File: src/rtl/bwm_pkg.sv
package bwm_pkg;

  typedef enum logic [1:0] {
    SPC_A16 = 2'd0,
    SPC_A24 = 2'd1,
    SPC_A32 = 2'd2
  } space_e;

  // bit0 en, bit1 a32, bit2 d32, bit3 post, bit4 sup, bit5 prog
  typedef struct packed {
    logic prog;
    logic sup;
    logic post;
    logic d32;
    logic a32;
    logic en;
  } attr_t;

  localparam int ATTR_W = $bits(attr_t);

  localparam logic [15:0] SHORT_IO_TAG = 16'hFFFF;
  localparam logic [7:0]  FIX_A24_TAG  = 8'hF0;
  localparam logic [31:0] FIX_A32_LO   = 32'hF100_0000;
  localparam logic [31:0] FIX_A32_HI   = 32'hFF7F_FFFF;

  function automatic logic [5:0] am_code(space_e spc, logic sup, logic prog);
    logic [5:0] base;
    logic [1:0] kind;
    case (spc)
      SPC_A32: base = 6'h08;
      SPC_A24: base = 6'h38;
      default: base = 6'h28;
    endcase
    if (spc == SPC_A16) kind = 2'b01;
    else                kind = prog ? 2'b10 : 2'b01;
    return base | {3'b000, sup, kind};
  endfunction

endpackage

File: src/rtl/bwm_cfg_regs.sv
module bwm_cfg_regs
  import bwm_pkg::*;
#(
  parameter int NUM_WIN  = 4,
  parameter int CMP_BITS = 16,
  parameter int CFG_AW   = 4
) (
  input  logic                               clk,
  input  logic                               rst_n,
  input  logic                               cfg_we,
  input  logic [CFG_AW-1:0]                  cfg_addr,
  input  logic [2*CMP_BITS-1:0]              cfg_wdata,
  output logic [NUM_WIN-1:0][CMP_BITS-1:0]   win_lo,
  output logic [NUM_WIN-1:0][CMP_BITS-1:0]   win_hi,
  output attr_t [NUM_WIN-1:0]                win_attr,
  output attr_t                              fix_attr
);

  localparam int DW      = 2 * CMP_BITS;
  localparam int FIX_IDX = 2 * NUM_WIN;

  logic [NUM_WIN-1:0][DW-1:0] range_q, range_d;
  attr_t [NUM_WIN-1:0]        attr_q, attr_d;
  attr_t                      fix_q, fix_d;

  always_comb begin
    range_d = range_q;
    attr_d  = attr_q;
    fix_d   = fix_q;
    if (cfg_we) begin
      for (int i = 0; i < NUM_WIN; i++) begin
        if (int'(cfg_addr) == 2*i)     range_d[i] = cfg_wdata;
        if (int'(cfg_addr) == 2*i + 1) attr_d[i]  = attr_t'(cfg_wdata[ATTR_W-1:0]);
      end
      if (int'(cfg_addr) == FIX_IDX) fix_d = attr_t'(cfg_wdata[ATTR_W-1:0]);
    end
  end

  always_ff @(posedge clk or negedge rst_n) begin
    if (!rst_n) begin
      range_q <= '0;
      attr_q  <= '0;
      fix_q   <= '0;
    end else if (cfg_we) begin
      range_q <= range_d;
      attr_q  <= attr_d;
      fix_q   <= fix_d;
    end
  end

  generate
    for (genvar g = 0; g < NUM_WIN; g++) begin : g_out
      assign win_lo[g] = range_q[g][CMP_BITS-1:0];
      assign win_hi[g] = range_q[g][DW-1:CMP_BITS];
    end
  endgenerate

  assign win_attr = attr_q;
  assign fix_attr = fix_q;

endmodule

File: src/rtl/bwm_range_cmp.sv
module bwm_range_cmp #(
  parameter int CMP_BITS = 16
) (
  input  logic                enable,
  input  logic [CMP_BITS-1:0] tag,
  input  logic [CMP_BITS-1:0] lo,
  input  logic [CMP_BITS-1:0] hi,
  output logic                match
);

  logic above_lo;
  logic below_hi;

  assign above_lo = (tag >= lo);
  assign below_hi = (tag <= hi);
  assign match    = enable & above_lo & below_hi;

endmodule

File: src/rtl/bwm_fixed_io.sv
module bwm_fixed_io
  import bwm_pkg::*;
(
  input  logic [31:0] addr,
  input  attr_t       fix,
  output logic        match,
  output space_e      space,
  output logic        d32
);

  logic in_short;
  logic in_a24;
  logic in_a32;
  logic unused_fix_bits;

  assign in_short = (addr[31:16] == SHORT_IO_TAG);
  assign in_a24   = (addr[31:24] == FIX_A24_TAG);
  assign in_a32   = (addr >= FIX_A32_LO) && (addr <= FIX_A32_HI);

  assign unused_fix_bits = fix.a32 ^ fix.post ^ fix.sup ^ fix.prog;

  always_comb begin
    match = fix.en & (in_short | in_a24 | in_a32);
    space = SPC_A32;
    d32   = 1'b0;
    if (in_short) begin
      space = SPC_A16;
      d32   = fix.d32;
    end else if (in_a24) begin
      space = SPC_A24;
    end
  end

endmodule

File: src/rtl/bwm_resolve.sv
module bwm_resolve
  import bwm_pkg::*;
#(
  parameter int NUM_WIN = 4,
  parameter int ID_W    = 3
) (
  input  logic                clk,
  input  logic                rst_n,
  input  logic                acc_valid,
  input  logic                acc_write,
  input  logic [NUM_WIN-1:0]  win_match,
  input  attr_t [NUM_WIN-1:0] win_attr,
  input  logic                fix_match,
  input  space_e              fix_space,
  input  logic                fix_d32,
  input  attr_t               fix_attr,
  output logic                hit,
  output logic [ID_W-1:0]     hit_win,
  output space_e              space,
  output logic [5:0]          am,
  output logic                d32,
  output logic                sup,
  output logic                prog,
  output logic                post
);

  logic          hit_d, hit_q;
  logic [ID_W-1:0] id_d, id_q;
  space_e        spc_d, spc_q;
  logic [5:0]    am_d, am_q;
  logic          d32_d, d32_q;
  logic          sup_d, sup_q;
  logic          prog_d, prog_q;
  logic          post_d, post_q;
  logic          pen;

  always_comb begin
    hit_d  = 1'b0;
    id_d   = '0;
    spc_d  = SPC_A16;
    d32_d  = 1'b0;
    sup_d  = 1'b0;
    prog_d = 1'b0;
    pen    = 1'b0;
    if (acc_valid) begin
      if (fix_match) begin
        hit_d  = 1'b1;
        id_d   = ID_W'(NUM_WIN);
        spc_d  = fix_space;
        d32_d  = fix_d32;
        sup_d  = fix_attr.sup;
        prog_d = fix_attr.prog;
        pen    = fix_attr.post;
      end else begin
        // walk downward so the lowest index is written last and wins
        for (int i = NUM_WIN - 1; i >= 0; i--) begin
          if (win_match[i]) begin
            hit_d  = 1'b1;
            id_d   = ID_W'(i);
            spc_d  = win_attr[i].a32 ? SPC_A32 : SPC_A24;
            d32_d  = win_attr[i].d32;
            sup_d  = win_attr[i].sup;
            prog_d = win_attr[i].prog;
            pen    = win_attr[i].post;
          end
        end
      end
    end
    post_d = hit_d & pen & acc_write;
    am_d   = hit_d ? am_code(spc_d, sup_d, prog_d) : 6'h00;
  end

  always_ff @(posedge clk or negedge rst_n) begin
    if (!rst_n) begin
      hit_q  <= 1'b0;
      id_q   <= '0;
      spc_q  <= SPC_A16;
      am_q   <= '0;
      d32_q  <= 1'b0;
      sup_q  <= 1'b0;
      prog_q <= 1'b0;
      post_q <= 1'b0;
    end else begin
      hit_q  <= hit_d;
      id_q   <= id_d;
      spc_q  <= spc_d;
      am_q   <= am_d;
      d32_q  <= d32_d;
      sup_q  <= sup_d;
      prog_q <= prog_d;
      post_q <= post_d;
    end
  end

  assign hit     = hit_q;
  assign hit_win = id_q;
  assign space   = spc_q;
  assign am      = am_q;
  assign d32     = d32_q;
  assign sup     = sup_q;
  assign prog    = prog_q;
  assign post    = post_q;

endmodule

File: src/rtl/bus_window_map.sv
module bus_window_map
  import bwm_pkg::*;
#(
  parameter  int NUM_WIN  = 4,
  parameter  int CMP_BITS = 16,
  localparam int CFG_AW   = $clog2(2*NUM_WIN + 1),
  localparam int ID_W     = $clog2(NUM_WIN + 1),
  localparam int DW       = 2 * CMP_BITS
) (
  input  logic              clk,
  input  logic              rst_n,
  input  logic              cfg_we,
  input  logic [CFG_AW-1:0] cfg_addr,
  input  logic [DW-1:0]     cfg_wdata,
  input  logic              acc_valid,
  input  logic [31:0]       acc_addr,
  input  logic              acc_write,
  output logic              hit,
  output logic [ID_W-1:0]   hit_win,
  output logic [1:0]        vme_space,
  output logic [5:0]        vme_am,
  output logic              vme_d32,
  output logic              vme_sup,
  output logic              vme_prog,
  output logic              post_wr
);

  logic [1:0] rst_pipe;
  logic       rst_sync_n;

  always_ff @(posedge clk or negedge rst_n) begin
    if (!rst_n) rst_pipe <= 2'b00;
    else        rst_pipe <= {rst_pipe[0], 1'b1};
  end
  assign rst_sync_n = rst_pipe[1];

  logic [NUM_WIN-1:0][CMP_BITS-1:0] win_lo;
  logic [NUM_WIN-1:0][CMP_BITS-1:0] win_hi;
  attr_t [NUM_WIN-1:0]              win_attr;
  attr_t                            fix_attr;
  logic [NUM_WIN-1:0]               win_match;
  logic                             fix_match;
  space_e                           fix_space;
  logic                             fix_d32;
  space_e                           out_space;

  bwm_cfg_regs #(
    .NUM_WIN (NUM_WIN),
    .CMP_BITS(CMP_BITS),
    .CFG_AW  (CFG_AW)
  ) u_regs (
    .clk      (clk),
    .rst_n    (rst_sync_n),
    .cfg_we   (cfg_we),
    .cfg_addr (cfg_addr),
    .cfg_wdata(cfg_wdata),
    .win_lo   (win_lo),
    .win_hi   (win_hi),
    .win_attr (win_attr),
    .fix_attr (fix_attr)
  );

  generate
    for (genvar g = 0; g < NUM_WIN; g++) begin : g_win
      bwm_range_cmp #(.CMP_BITS(CMP_BITS)) u_cmp (
        .enable(win_attr[g].en),
        .tag   (acc_addr[31 -: CMP_BITS]),
        .lo    (win_lo[g]),
        .hi    (win_hi[g]),
        .match (win_match[g])
      );
    end
  endgenerate

  bwm_fixed_io u_fixed (
    .addr (acc_addr),
    .fix  (fix_attr),
    .match(fix_match),
    .space(fix_space),
    .d32  (fix_d32)
  );

  bwm_resolve #(
    .NUM_WIN(NUM_WIN),
    .ID_W   (ID_W)
  ) u_resolve (
    .clk      (clk),
    .rst_n    (rst_sync_n),
    .acc_valid(acc_valid),
    .acc_write(acc_write),
    .win_match(win_match),
    .win_attr (win_attr),
    .fix_match(fix_match),
    .fix_space(fix_space),
    .fix_d32  (fix_d32),
    .fix_attr (fix_attr),
    .hit      (hit),
    .hit_win  (hit_win),
    .space    (out_space),
    .am       (vme_am),
    .d32      (vme_d32),
    .sup      (vme_sup),
    .prog     (vme_prog),
    .post     (post_wr)
  );

  assign vme_space = out_space;

endmodule

File: config.mk
export PLATFORM = sky130hd
export DESIGN_NAME = bus_window_map
export DESIGN_NICKNAME = d
export VERILOG_FILES = /design/src/rtl/bwm_pkg.sv /design/src/rtl/bwm_cfg_regs.sv /design/src/rtl/bwm_range_cmp.sv /design/src/rtl/bwm_fixed_io.sv /design/src/rtl/bwm_resolve.sv /design/src/rtl/bus_window_map.sv
export SDC_FILE = /design/constraint.sdc
export NUM_CORES = 1
export LEC_CHECK = 0
export ABC_AREA = 1
export ABC_CLOCK_PERIOD_IN_PS = 7300
export BUFFER_PORTS_ARGS = -buffer_cell sky130_fd_sc_hd__buf_2
export CAP_MARGIN = 10
export CORE_MARGIN = 1.5
export CORE_UTILIZATION = 55
export DETAILED_ROUTE_END_ITERATION = 7
export MAX_ROUTING_LAYER = met4
export PLACE_DENSITY = 0.74
export SETUP_SLACK_MARGIN = 0.5
export SLEW_MARGIN = 20
export SYNTH_ARGS = -nofsm -noshare
export SYNTH_HDL_FRONTEND = slang
export SYNTH_HIERARCHICAL = 1
export SYNTH_SLANG_ARGS = --single-unit
File: constraint.sdc
create_clock -name clk -period 7.3 [get_ports clk]
set_input_delay 1.46 -clock clk [delete_from_list [all_inputs] [get_ports clk]]
set_output_delay 1.46 -clock clk [all_outputs]
set_load 0.02 [all_outputs]
### Yosys cells after proc, flatten, opt, wreduce, memory -nomap -nowiden

Cells that the tools add are included.

* bitwise logic cells: 14
* eq/ne operators: 12
* reductions and logical operators: 12
* muxes and demuxes: 53
* magnitude comparators: 10

Operator list (count)
* $ge A16 B16 Y1: 4
* $le A16 B16 Y1: 4
* $mux W2: 18
* $ge A32 B32 Y1 const B: 1
* $le A32 B32 Y1 const B: 1
* $mux W1: 31
* $eq A4 B4 Y1 const B: 5
* $reduce_and A2 Y1: 9
* $eq A16 B16 Y1 const B: 1
* $pmux W6 S2: 1
* $and A1 B1 Y1: 11
* $eq A4 B3 Y1 const B: 2
* $eq A8 B8 Y1 const B: 1
* $mux W3: 2
* $mux W6: 1
* $or A6 B3 Y6: 1
* $eq A4 B2 Y1 const B: 1
* $logic_not A4 Y1: 1
* $eq A2 B1 Y1 const B: 1
* $eq A2 B2 Y1 const B: 1
* $logic_not A2 Y1: 1
* $or A1 B1 Y1: 2
* $logic_and A1 B1 Y1: 1

* word-level logic and storage cells: 143
* bits in registers: 175

### Longest topological paths before layout

Gate-level depths: netlist of run 1.

* depth in word-level cells: 13
* mapped depth: 22
* depth with buffers taken out: 21

### Cells and area by module

Netlist of run 1, hierarchy kept.

Modules (own cells, without submodules)
* bwm_cfg_regs: area each 6610.1 um^2, times used 1, cells each 751
* bwm_range_cmp: area each 870.8 um^2, times used 4, cells each 142
* bwm_resolve: area each 805.8 um^2, times used 1, cells each 100
* bwm_fixed_io: area each 122.6 um^2, times used 1, cells each 26
* bus_window_map: area each 53.8 um^2, times used 1, cells each 3

### Least setup slack after synthesis of run 1

No wires, ideal clock.

* path kind: input to register
* start point: in acc_addr[23]
* end point: reg u_resolve.am_q[0] (netlist: u_resolve/am[0])
* stages: 15
* data required time: 7178 ps
* arrival time: 2971 ps
* setup slack: 4207 ps
* cell sequence: ha_1 -> nand2_2 -> o21a_2 -> nand2_1 -> nand2_1 -> nand2_1 -> nand2_1 -> nor2_1 -> inv_2 -> nor2_4 -> nand2_2 -> nand2_2 -> nand2_2 -> a21oi_4 -> a21oi_1

* cells in the longest elaborated chain, start to end: 13
* elaborated cells on any way between the ends: 47

RTL lines
* start, declared: line bus_window_map.sv:16 `input logic [31:0] acc_addr,`
* $ge A16 B16 Y1: line bwm_range_cmp.sv:14 `assign above_lo = (tag >= lo);`
* $and A1 B1 Y1: line bwm_range_cmp.sv:16 `assign match = enable & above_lo & below_hi;`
* $and A1 B1 Y1 *: line bwm_range_cmp.sv:16
* net win_match[3]: line bus_window_map.sv:41 `logic [NUM_WIN-1:0] win_match;`
* $mux W1 * (4 in a row): line bwm_resolve.sv:57 `if (win_match[i]) begin`
* $mux W1 *: line bwm_resolve.sv:46 `if (fix_match) begin`
* $mux W1 *: line bwm_resolve.sv:45 `if (acc_valid) begin`
* net u_resolve.prog_d: line bwm_resolve.sv:33 `logic prog_d, prog_q;`
* $mux W2 *: line bwm_pkg.sv:35 `else kind = prog ? 2'b10 : 2'b01;`
* $mux W2 *: line bwm_pkg.sv:34 `if (spc == SPC_A16) kind = 2'b01;`
* $or A6 B3 Y6 *: line bwm_pkg.sv:36 `return base | {3'b000, sup, kind};`
* $mux W6 *: line bwm_resolve.sv:70 `am_d = hit_d ? am_code(spc_d, sup_d, prog_d) : 6'h00;`
* net u_resolve.am_d[0]: line bwm_resolve.sv:30 `logic [5:0] am_d, am_q;`
* end signal, assigned: line bwm_resolve.sv:87 `am_q <= am_d;`
* end, declared: line bwm_resolve.sv:30

Mark *: on every way through the listed nets, which the timed path passes. The rest lies on a longest branch.
A chain may end at the register's enable or synchronous reset.

### Worst setup path in the final report of run 1

* start point: in acc_addr[23]
* end point: reg u_resolve.am_q[5] (netlist: u_resolve/am[5])

* elaborated cells on any way between the ends: 41

RTL lines
* $ge A16 B16 Y1: line bwm_range_cmp.sv:14
* $and A1 B1 Y1: line bwm_range_cmp.sv:16
* $and A1 B1 Y1 *: line bwm_range_cmp.sv:16
* net win_match[2]: line bus_window_map.sv:41
* $mux W2 (3 in a row): line bwm_resolve.sv:57
* $mux W2: line bwm_resolve.sv:46
* $mux W2: line bwm_resolve.sv:45
* $eq A2 B1 Y1 or $eq A2 B2 Y1 (tied branches): line bwm_pkg.sv:29 `case (spc)`
* $pmux W6 S2: line bwm_pkg.sv:29
* $or A6 B3 Y6: line bwm_pkg.sv:36
* $mux W6 *: line bwm_resolve.sv:70
* net u_resolve.am_d[5]: line bwm_resolve.sv:30

Marked as above.

==> metrics.yaml, run 1 <==
status: "finished, final reports clean"
hold_viol_final: 0
vias: 9669
max_cap_violations: 0
ios: 89
gp_congestion: 0.848
clockRootBuffer: "clkbuf_16"
initial_utilization_pct: 56.3
ctsResizeCount: 0
dp.cells: 1738
rows: 51
cts_setup_buffers: 0
setup_viol: 0
period_needed_ps: 3750
clk_path_buf_depth: 2
avgViaCountPerCell: 5.46
hp-class: "register to register"
syn-instance-count: 1444
path_class: "input pin to register"
place_ws_ps: 3170
syn_area_um2: 11000
firstDrtPassIters: 5
path_max_fanout: 10
hold_ws_ps: 361
hold_buffers: 0
clock_latency_ps: 440
finalSetupTns_ps: 0
setup_ws_ps: 3550
grt_start_max_net_pins: 83
slew_headroom_pct: 34.6
worst_slew_pin_slew_ps: 981
clk_pin_slew_ps: 70
antenna_cells: 0
drtIter0Drc: 772
cts_tree: "done"
required_ps: 7630
grt_pass1_vias: 9423
hpwl_mm: 19.7
final_common_cell: "nand2_1"
fin_cells: 1770
fin_nets: 1693
rsz0062_at_grt: "no"
grt_overflow_total: 0
die_w_um: 145
cts_buffers: 17
postPlaceCellArea_um2: 11600
core_region_area_um2: 19600
cp-end-kind: "register"
synthToLayoutAreaGrowth_pct: 10.3
synth_nets: 1645
antenna_found_initial: 0
synth.avg_cell_area_um2: 7.64
final_cell_mix: "524 x nand2_1, 204 x inv_1, 173 x dfrtp_1"
synth-warning-count: 6
htreeDepth: 4
ant_nets: 0
die-area_um2: 20900
period_share_pct: 51.4
grt_first_pass_wirelength_mm: 48.3
layout-drive-gt1-share_pct: 11.8
wl_per_cell_um: 16.8
worst_clock_skew_ps: 12.0
die_h_um: 145
track_usage_pct: 31.4
arrival_ps: 4080
drc: 0
leakagePower_nw: 6.72
clock_sinks: 174
routed_wirelength_mm: 29.7
p_per_area_nw_per_um2: 255
fin_area_um2: 12200
start_kind: "input pin"
io_buffers: 72
clock.fmax_mhz: 267
final_max_slew_viol_count: 0
irDropWorstVdd_v: 0.000162
critical path, cell delays in order:
cell,delay (ps)
buf_2,330
ha_1,320
a21o_1,190
nor2_1,170
nand2_1,110
nand2_1,70
a21oi_1,120
nor2_1,640
inv_1,130
nand2_1,100
nand3_1,60
nand2_1,90
nand2_2,70
nor2_1,140
nor2_1,60
worst paths after layout:
| check | start | end | slack, ps | depth (start not counted) |
|---|---|---|---|---|
| hold / removal | rst_pipe[0]$_DFF_PN0_ | rst_pipe[1]$_DFF_PN0_ | 360 | 0 |
| hold reg to reg | rst_pipe[0]$_DFF_PN0_ | rst_pipe[1]$_DFF_PN0_ | 360 | 0 |
| min in group asynchronous | rst_pipe[1]$_DFF_PN0_ | u_resolve/hit_win[1]$_DFF_PN0_ | 500 | 0 |
| setup reg to reg | u_regs/win_hi[45]$_DFFE_PN0P_ | u_resolve/am[5]$_DFF_PN0_ | 4450 | 14 |
| setup / recovery | acc_addr[23] | u_resolve/am[5]$_DFF_PN0_ | 3550 | 15 |
| max in group asynchronous | rst_pipe[1]$_DFF_PN0_ | u_regs/win_lo[54]$_DFFE_PN0P_ | 4840 | 2 |
where the power goes:
part           switching [mW]  total, mW  internal [mW]
Combinational           0.563      0.910          0.347
Sequential              0.115       1.28           1.16
Clock                   0.427      0.919          0.493
registers in the layout, indices dropped and copies added, names as in the netlist:
signal and cells:
u_regs/win_hi 64, u_regs/win_lo 64, u_regs/win_attr 24, u_resolve/am 6, u_regs/fix_attr 5, u_resolve/hit_win 3
rst_pipe 2, u_resolve/space 2, u_resolve/d32 1, u_resolve/post 1, u_resolve/prog 1, u_resolve/sup 1
layout make-up:
cell class              count  area, um^2
fillers                  1754        7420
multi-input cells         994        5600
clock buffers              18         439
flip-flops and latches    174        4360
well taps                 265         332
clock inverters            14         153
repair buffers             86         465
inverters                 219         822
per-layer routing:
layer | share of wire [%] | up-vias | GRT usage [%] | routed length [um]
li1 | - | 4662 | - | -
met1 | 44 | 4567 | 39.9 | 13000
met2 | 46 | 364 | 50.2 | 13700
met3 | 6.6 | 76 | 5.66 | 1960
met4 | 3.5 | 0 | 11.9 | 1030
met5 | 0 | - | - | 0
through the flow:
stage               utilization, %  total power, mW
floorplan                        -             1.93
global placement              59.1             2.13
detailed placement            59.1             2.18
CTS                           62.1             3.12
global route                  62.1             3.33
finish                        62.1             3.11
Power figures use the tool's default switching activity.
==> run 2: changes to the inputs <==
Settings changed: ABC_CLOCK_PERIOD_IN_PS 7300 to 3700.
Clock period 7.3 ns to 3.7 ns, I/O delays scaled along.
==> run 2 against run 1 <==
Against the previous run: critical path depth increased by 4; combinational power increased by 97%; sequential power increased by 96%; clock-buffer cell count increased by 1; first-iteration DRC count increased by 16%; die area unchanged; final cell count increased by 0.23%; flip-flop and latch count unchanged; clock power increased by 93%; global-route usage decreased by 0.69 points; cell area increased by 0.23%; largest cell class unchanged; largest power group unchanged; highest routed layer unchanged.
==> metrics.yaml, run 2 (synthesized netlist as in run 1, its figures left out) <==
wl_per_cell_um: 16.4  # -2.6%
ctsResizeCount: 0  # unchanged
clock.fmax_mhz: 371
rrSetupSlack_ps: 1220  # -3230 ps
ios: 89  # unchanged
slowest_stage: "nor2_1"
io_buffers: 72  # unchanged
routed_wirelength_mm: 29.1  # -2.3%
max_cap_violations: 0  # unchanged
synthToLayoutAreaGrowth_pct: 10.5
cts_tree: "done"
initial_utilization_pct: 56.3  # unchanged
setup_viol: 0  # unchanged
cp-end-kind: "register"
antenna_found_initial: 0  # unchanged
leakagePower_nw: 6.75  # +0.46%
vias: 9584  # -0.88%
reg2reg_depth: 19  # +5
hold_viol_final: 0  # unchanged
path_class: "input pin to register"
arrival_ps: 3020  # -1060 ps
fin_area_um2: 12200  # +0.23%
slew_headroom_pct: 37.8  # +3.2 points
crit_chain: "buf_2 > ha_1 > nand2_1 > nor2_1 > nor2_1 > nand2_1 > nand2_1 > nand2_1 > nand2_1 > nand2_1 > nand2_1 > nor2_1 > inv_2 > nor2_4 > nand2_2 > nand2_2 > nand2_2 > a21oi_4 > a21oi_1"
cts_buffers: 17  # unchanged
hold_buffers: 0  # unchanged
r2r-start: "u_regs/win_lo[51]$_DFFE_PN0P_"
clockRootBuffer: "clkbuf_16"
required_ps: 4030  # -3600 ps
final_max_slew_viol_count: 0  # unchanged
period_share_pct: 72.9
hpwl_mm: 20.0  # +1.6%
finalSetupTns_ps: 0  # unchanged
hold_ws_ps: 69.7  # -291 ps
postPlaceCellArea_um2: 11600  # +0.48%
cp-startpoint: "acc_addr[19]"
layout-drive-gt1-share_pct: 11.9  # +0.10 points
r2r_end: "u_resolve/am[0]$_DFF_PN0_"
endpoint: "u_resolve/am[0]$_DFF_PN0_"
path_max_fanout: 9  # -1
clock_latency_ps: 440  # about the same
final_cell_mix: "524 x nand2_1, 204 x inv_1, 173 x dfrtp_1"
start_kind: "input pin"
status: "finished, final reports clean"
rsz0062_at_grt: "no"
gp_congestion: 0.888  # +4.8%
htreeDepth: 4  # unchanged
worst_clock_skew_ps: 7.34  # -4.70 ps
die_h_um: 145  # unchanged
rows: 51  # unchanged
avgViaCountPerCell: 5.40  # -1.1%
track_usage_pct: 30.7  # -0.69 points
final_common_cell: "nand2_1"
period_needed_ps: 2700
cts_setup_buffers: 0  # unchanged
antenna_cells: 0  # unchanged
grt_pass1_vias: 9282  # -1.5%
p_per_area_nw_per_um2: 498  # +95%
core_region_area_um2: 19600  # unchanged
clk_pin_slew_ps: 70  # about the same
drtIter0Drc: 893  # +16%
firstDrtPassIters: 5  # unchanged
die_w_um: 145  # unchanged
critPathMostFrequentCell: "nand2_1"
ant_nets: 0  # unchanged
grt_start_max_net_pins: 89  # +7.2%
clk_path_buf_depth: 2  # unchanged
cpPeakStageDelay_ps: 370  # -270 ps
grt_overflow_total: 0  # unchanged
irDropWorstVdd_v: 0.000355  # +120%
clock_sinks: 174  # unchanged
drc: 0  # unchanged
fin_nets: 1697  # +0.24%
die-area_um2: 20900  # unchanged
grt_first_pass_wirelength_mm: 47.1  # -2.4%
hp-class: "input pin to async pin"
worst_slew_pin_slew_ps: 933  # -47.9 ps
[run 2: cell types whose count changed in the layout (fill, tap and decap cells not counted), sizes merged]
cell	delta
buf	+4
clkinv	+4
clkinvlp	-4
clkbuf	+1
inv	-1
[run 2: critical path: cells and delay by family]
kind / cells / cell delay [ps]
compound gates: 2 / 240
fa+ha+maj: 1 / 350
buf+inv: 2 / 320
simple gates: 14 / 1360
[run 2: worst min-delay path by stage]
stage	slack, ps	endpoint	cells past startpoint	start
2_1_floorplan	330	rst_pipe[1]$_DFF_PN0_	0	rst_pipe[0]$_DFF_PN0_
3_3_place_gp	230	u_regs/win_attr[9]$_DFFE_PN0P_	0	rst_pipe[1]$_DFF_PN0_
3_5_place_dp	230	u_regs/win_attr[8]$_DFFE_PN0P_	0	rst_pipe[1]$_DFF_PN0_
4_1_cts	60	rst_pipe[1]$_DFF_PN0_	1	rst_n
5_1_grt	60	rst_pipe[1]$_DFF_PN0_	1	rst_n
6_report	70	rst_pipe[1]$_DFF_PN0_	1	rst_n
[run 2: metal layers]
layer  GRT usage [%]  share of wire, %
met1            40.0                45
met2            48.5                47
met3            4.24               6.0
met4            12.4               3.0
met5               -                 0
[run 2: final cells by class]
type	instances	area, um^2
fill	1710	7390
multi-input combinational	994	5600
tap	265	332
timing repair buffer	90	520
clock buffer	19	433
inverter	219	822
clock inverter	13	131
sequential	174	4360
[run 2: report_power, final]
part / switching (mW) / internal, mW / leakage (nW)
combinational: 1.10 / 0.691 / 4.29
clock: 0.826 / 0.945 / 0.277
sequential: 0.221 / 2.29 / 2.19
[run 2: through the flow]
step	power, mW	cells	util, %	setup slack, ps
2_1_floorplan	3.81	1444	-	825
3_3_place_gp	4.22	1742	59.4	685
4_1_cts	6.09	1774	62.3	1060
3_5_place_dp	4.31	1742	59.4	645
5_1_grt	6.51	1774	62.3	898
6_report	6.07	1774	62.3	1000
==> run 3: changes to the inputs <==
Settings changed: ABC_CLOCK_PERIOD_IN_PS 3700 to 2500.
Clock period 3.7 ns to 2.5 ns, I/O delays scaled along.
==> run 3 against run 2 <==
Against the previous run: clock-buffer cell count decreased by 1; sequential share of layout area decreased by 3.6 points; sequential power increased by 49%; clock skew increased by 8.5 ps; critical endpoint is now u_resolve/am[3]$_DFF_PN0_.
==> metrics.yaml, run 3 (synthesized netlist as in run 1, its figures left out) <==
status: "finished, final reports clean"
die_h_um: 145  # unchanged
max_cap_violations: 0  # unchanged
power_frac_seq_pct: 38.6  # -2.8 points
leakagePower_nw: 7.21  # +6.8%
antenna_found_initial: 1  # +1
fin_area_um2: 13600  # +11%
grt_start_max_net_pins: 49  # -45%
path_class: "input pin to register"
ant_nets: 0  # unchanged
clk_path_buf_depth: 2  # unchanged
rrSetupSlack_ps: 120  # -1100 ps
final_common_cell: "nand2_1"
power_frac_clock_pct: 26.9  # -2.3 points
fin_nets: 1773  # +4.5%
p_per_area_nw_per_um2: 714  # +43%
htreeDepth: 4  # unchanged
vias: 10100  # +4.9%
finalSetupTns_ps: 0  # unchanged
ios: 89  # unchanged
r2r-start: "u_regs/win_hi[45]$_DFFE_PN0P_"
cp-end-kind: "register"
place_ws_ps: -461  # -1110 ps
core_region_area_um2: 19600  # unchanged
grt_first_pass_wirelength_mm: 49.6  # +5.2%
hold_viol_final: 0  # unchanged
hold_path_depth: 3
clock_latency_ps: 440  # about the same
clock_sinks: 174  # unchanged
irDropWorstVdd_v: 0.000434  # +22%
start_kind: "input pin"
post-route-util_pct: 69.3  # +7.1 points
worst_slew_pin_slew_ps: 680  # -253 ps
final_cell_mix: "494 x nand2_1, 184 x inv_1, 173 x dfrtp_1"
layout-drive-gt1-share_pct: 23.7  # +12 points
synthToLayoutAreaGrowth_pct: 23.1
routed_wirelength_mm: 31.5  # +8.5%
cts_buffers: 17  # unchanged
postPlaceCellArea_um2: 12200  # +4.9%
drtIter0Drc: 819  # -8.3%
die-area_um2: 20900  # unchanged
firstDrtPassIters: 5  # unchanged
setup_ws_ps: 102  # -900 ps
clockRootBuffer: "clkbuf_16"
arrival_ps: 2740  # -280 ps
period_share_pct: 95.9
reg2reg_depth: 17  # -2
cts_tree: "done"
clk_pin_slew_ps: 80  # about the same
initial_utilization_pct: 56.3  # unchanged
die_w_um: 145  # unchanged
required_ps: 2840  # -1190 ps
slew_headroom_pct: 54.7  # +17 points
grt_pass1_vias: 9780  # +5.4%
avgViaCountPerCell: 5.43  # +0.53%
setup_viol: 0  # unchanged
track_usage_pct: 32.3  # +1.6 points
grt_overflow_total: 0  # unchanged
path_max_fanout: 3  # -6
swShare_pct: 35.9  # +0.53 points
hp-class: "input pin to register"
r2r_end: "u_resolve/am[3]$_DFF_PN0_"
rsz0062_at_grt: "yes"
hold_end: "u_regs/win_hi[35]$_DFFE_PN0P_"
power_switching_mw: 3.48  # +62%
hpwl_mm: 21.4  # +7.1%
period_needed_ps: 2400
worst_clock_skew_ps: 15.8  # +8.45 ps
wl_per_cell_um: 17.0  # +3.9%
clock.fmax_mhz: 417
hp-start: "cfg_wdata[19]"
hold_ws_ps: 305  # +235 ps
internal_power_mw: 6.22  # +58%
p_comb_share_pct: 34.5  # +5.0 points
gp_congestion: 0.888  # about the same
rows: 51  # unchanged
drc: 0  # unchanged
final_max_slew_viol_count: 0  # unchanged
io_buffers: 72  # unchanged
[run 3: power groups by stage]
| stage | clock network (mW) | registers (mW) | logic (mW) |
|---|---|---|---|
| floorplan | 0 | 3.75 | 1.92 |
| global route | 2.78 | 3.81 | 3.78 |
| detailed placement | 0 | 3.75 | 2.79 |
| global placement | 0 | 3.74 | 2.66 |
| finish | 2.61 | 3.74 | 3.35 |
| CTS | 2.63 | 3.72 | 3.07 |
[run 3: cell type report]
type / instances / area (um^2)
diodes: 1 / 2.50
fillers: 1519 / 6010
well taps: 265 / 332
clock buffers: 18 / 429
inverters: 219 / 843
flip-flops and latches: 174 / 4360
multi-input cells: 994 / 6270
clock inverters: 14 / 135
repair buffers: 166 / 1220
[run 3: worst max-delay path by stage]
stage	start	endpoint	slack, ps	depth (start not counted)
2_1_floorplan	acc_addr[16]	u_resolve/am[1]$_DFF_PN0_	410	21
3_3_place_gp	acc_addr[21]	u_resolve/hit_win[1]$_DFF_PN0_	-440	15
3_5_place_dp	acc_addr[21]	u_resolve/hit_win[1]$_DFF_PN0_	-460	15
4_1_cts	u_regs/win_lo[2]$_DFFE_PN0P_	u_resolve/am[1]$_DFF_PN0_	220	21
5_1_grt	u_regs/win_lo[35]$_DFFE_PN0P_	u_resolve/post$_DFF_PN0_	20	18
6_report	acc_addr[16]	u_resolve/am[3]$_DFF_PN0_	100	21
[run 3: metal layers]
layer | wire length [um] | global-route usage, % | share of wire, % | vias to the layer above
met3 | 2350 | 7.01 | 7.5 | 90
li1 | - | - | - | 4831
met5 | 0 | - | 0 | -
met2 | 15000 | 51.9 | 48 | 389
met1 | 13100 | 40.1 | 42 | 4743
met4 | 1080 | 12.1 | 3.4 | 0
[run 3: critical path, cell delays in order]
cell,delay (ps)
buf_4,110
buf_12,120
clkinvlp_4,170
ha_1,250
inv_1,60
nand2_1,40
nand2_1,50
nand2_1,40
nand2_1,60
nand2_1,50
nand2_1,90
nand2_1,90
a21oi_1,180
buf_4,170
nor2_4,50
nor2_4,130
buf_6,120
a31oi_4,110
buf_6,140
buf_6,100
buf_6,100
[run 3: through the flow]
stage                     instances  total power, mW
after global placement         1796             6.40
after detailed placement       1796             6.54
after floorplan                1444             5.67
final                          1851             9.69
after global routing           1851             10.4
after CTS                      1837             9.43
[run 3: repair_timing]
| item | CTS | global route |
|---|---|---|
| setup buffers | 8 | 13 |
| hold buffers | 1 | 0 |
| pin swaps | 44 | 42 |
| resized for setup | 83 | 63 |
| setup endpoints to repair | 14 | 14 |
| endpoints found under the hold margin | 2 | 0 |
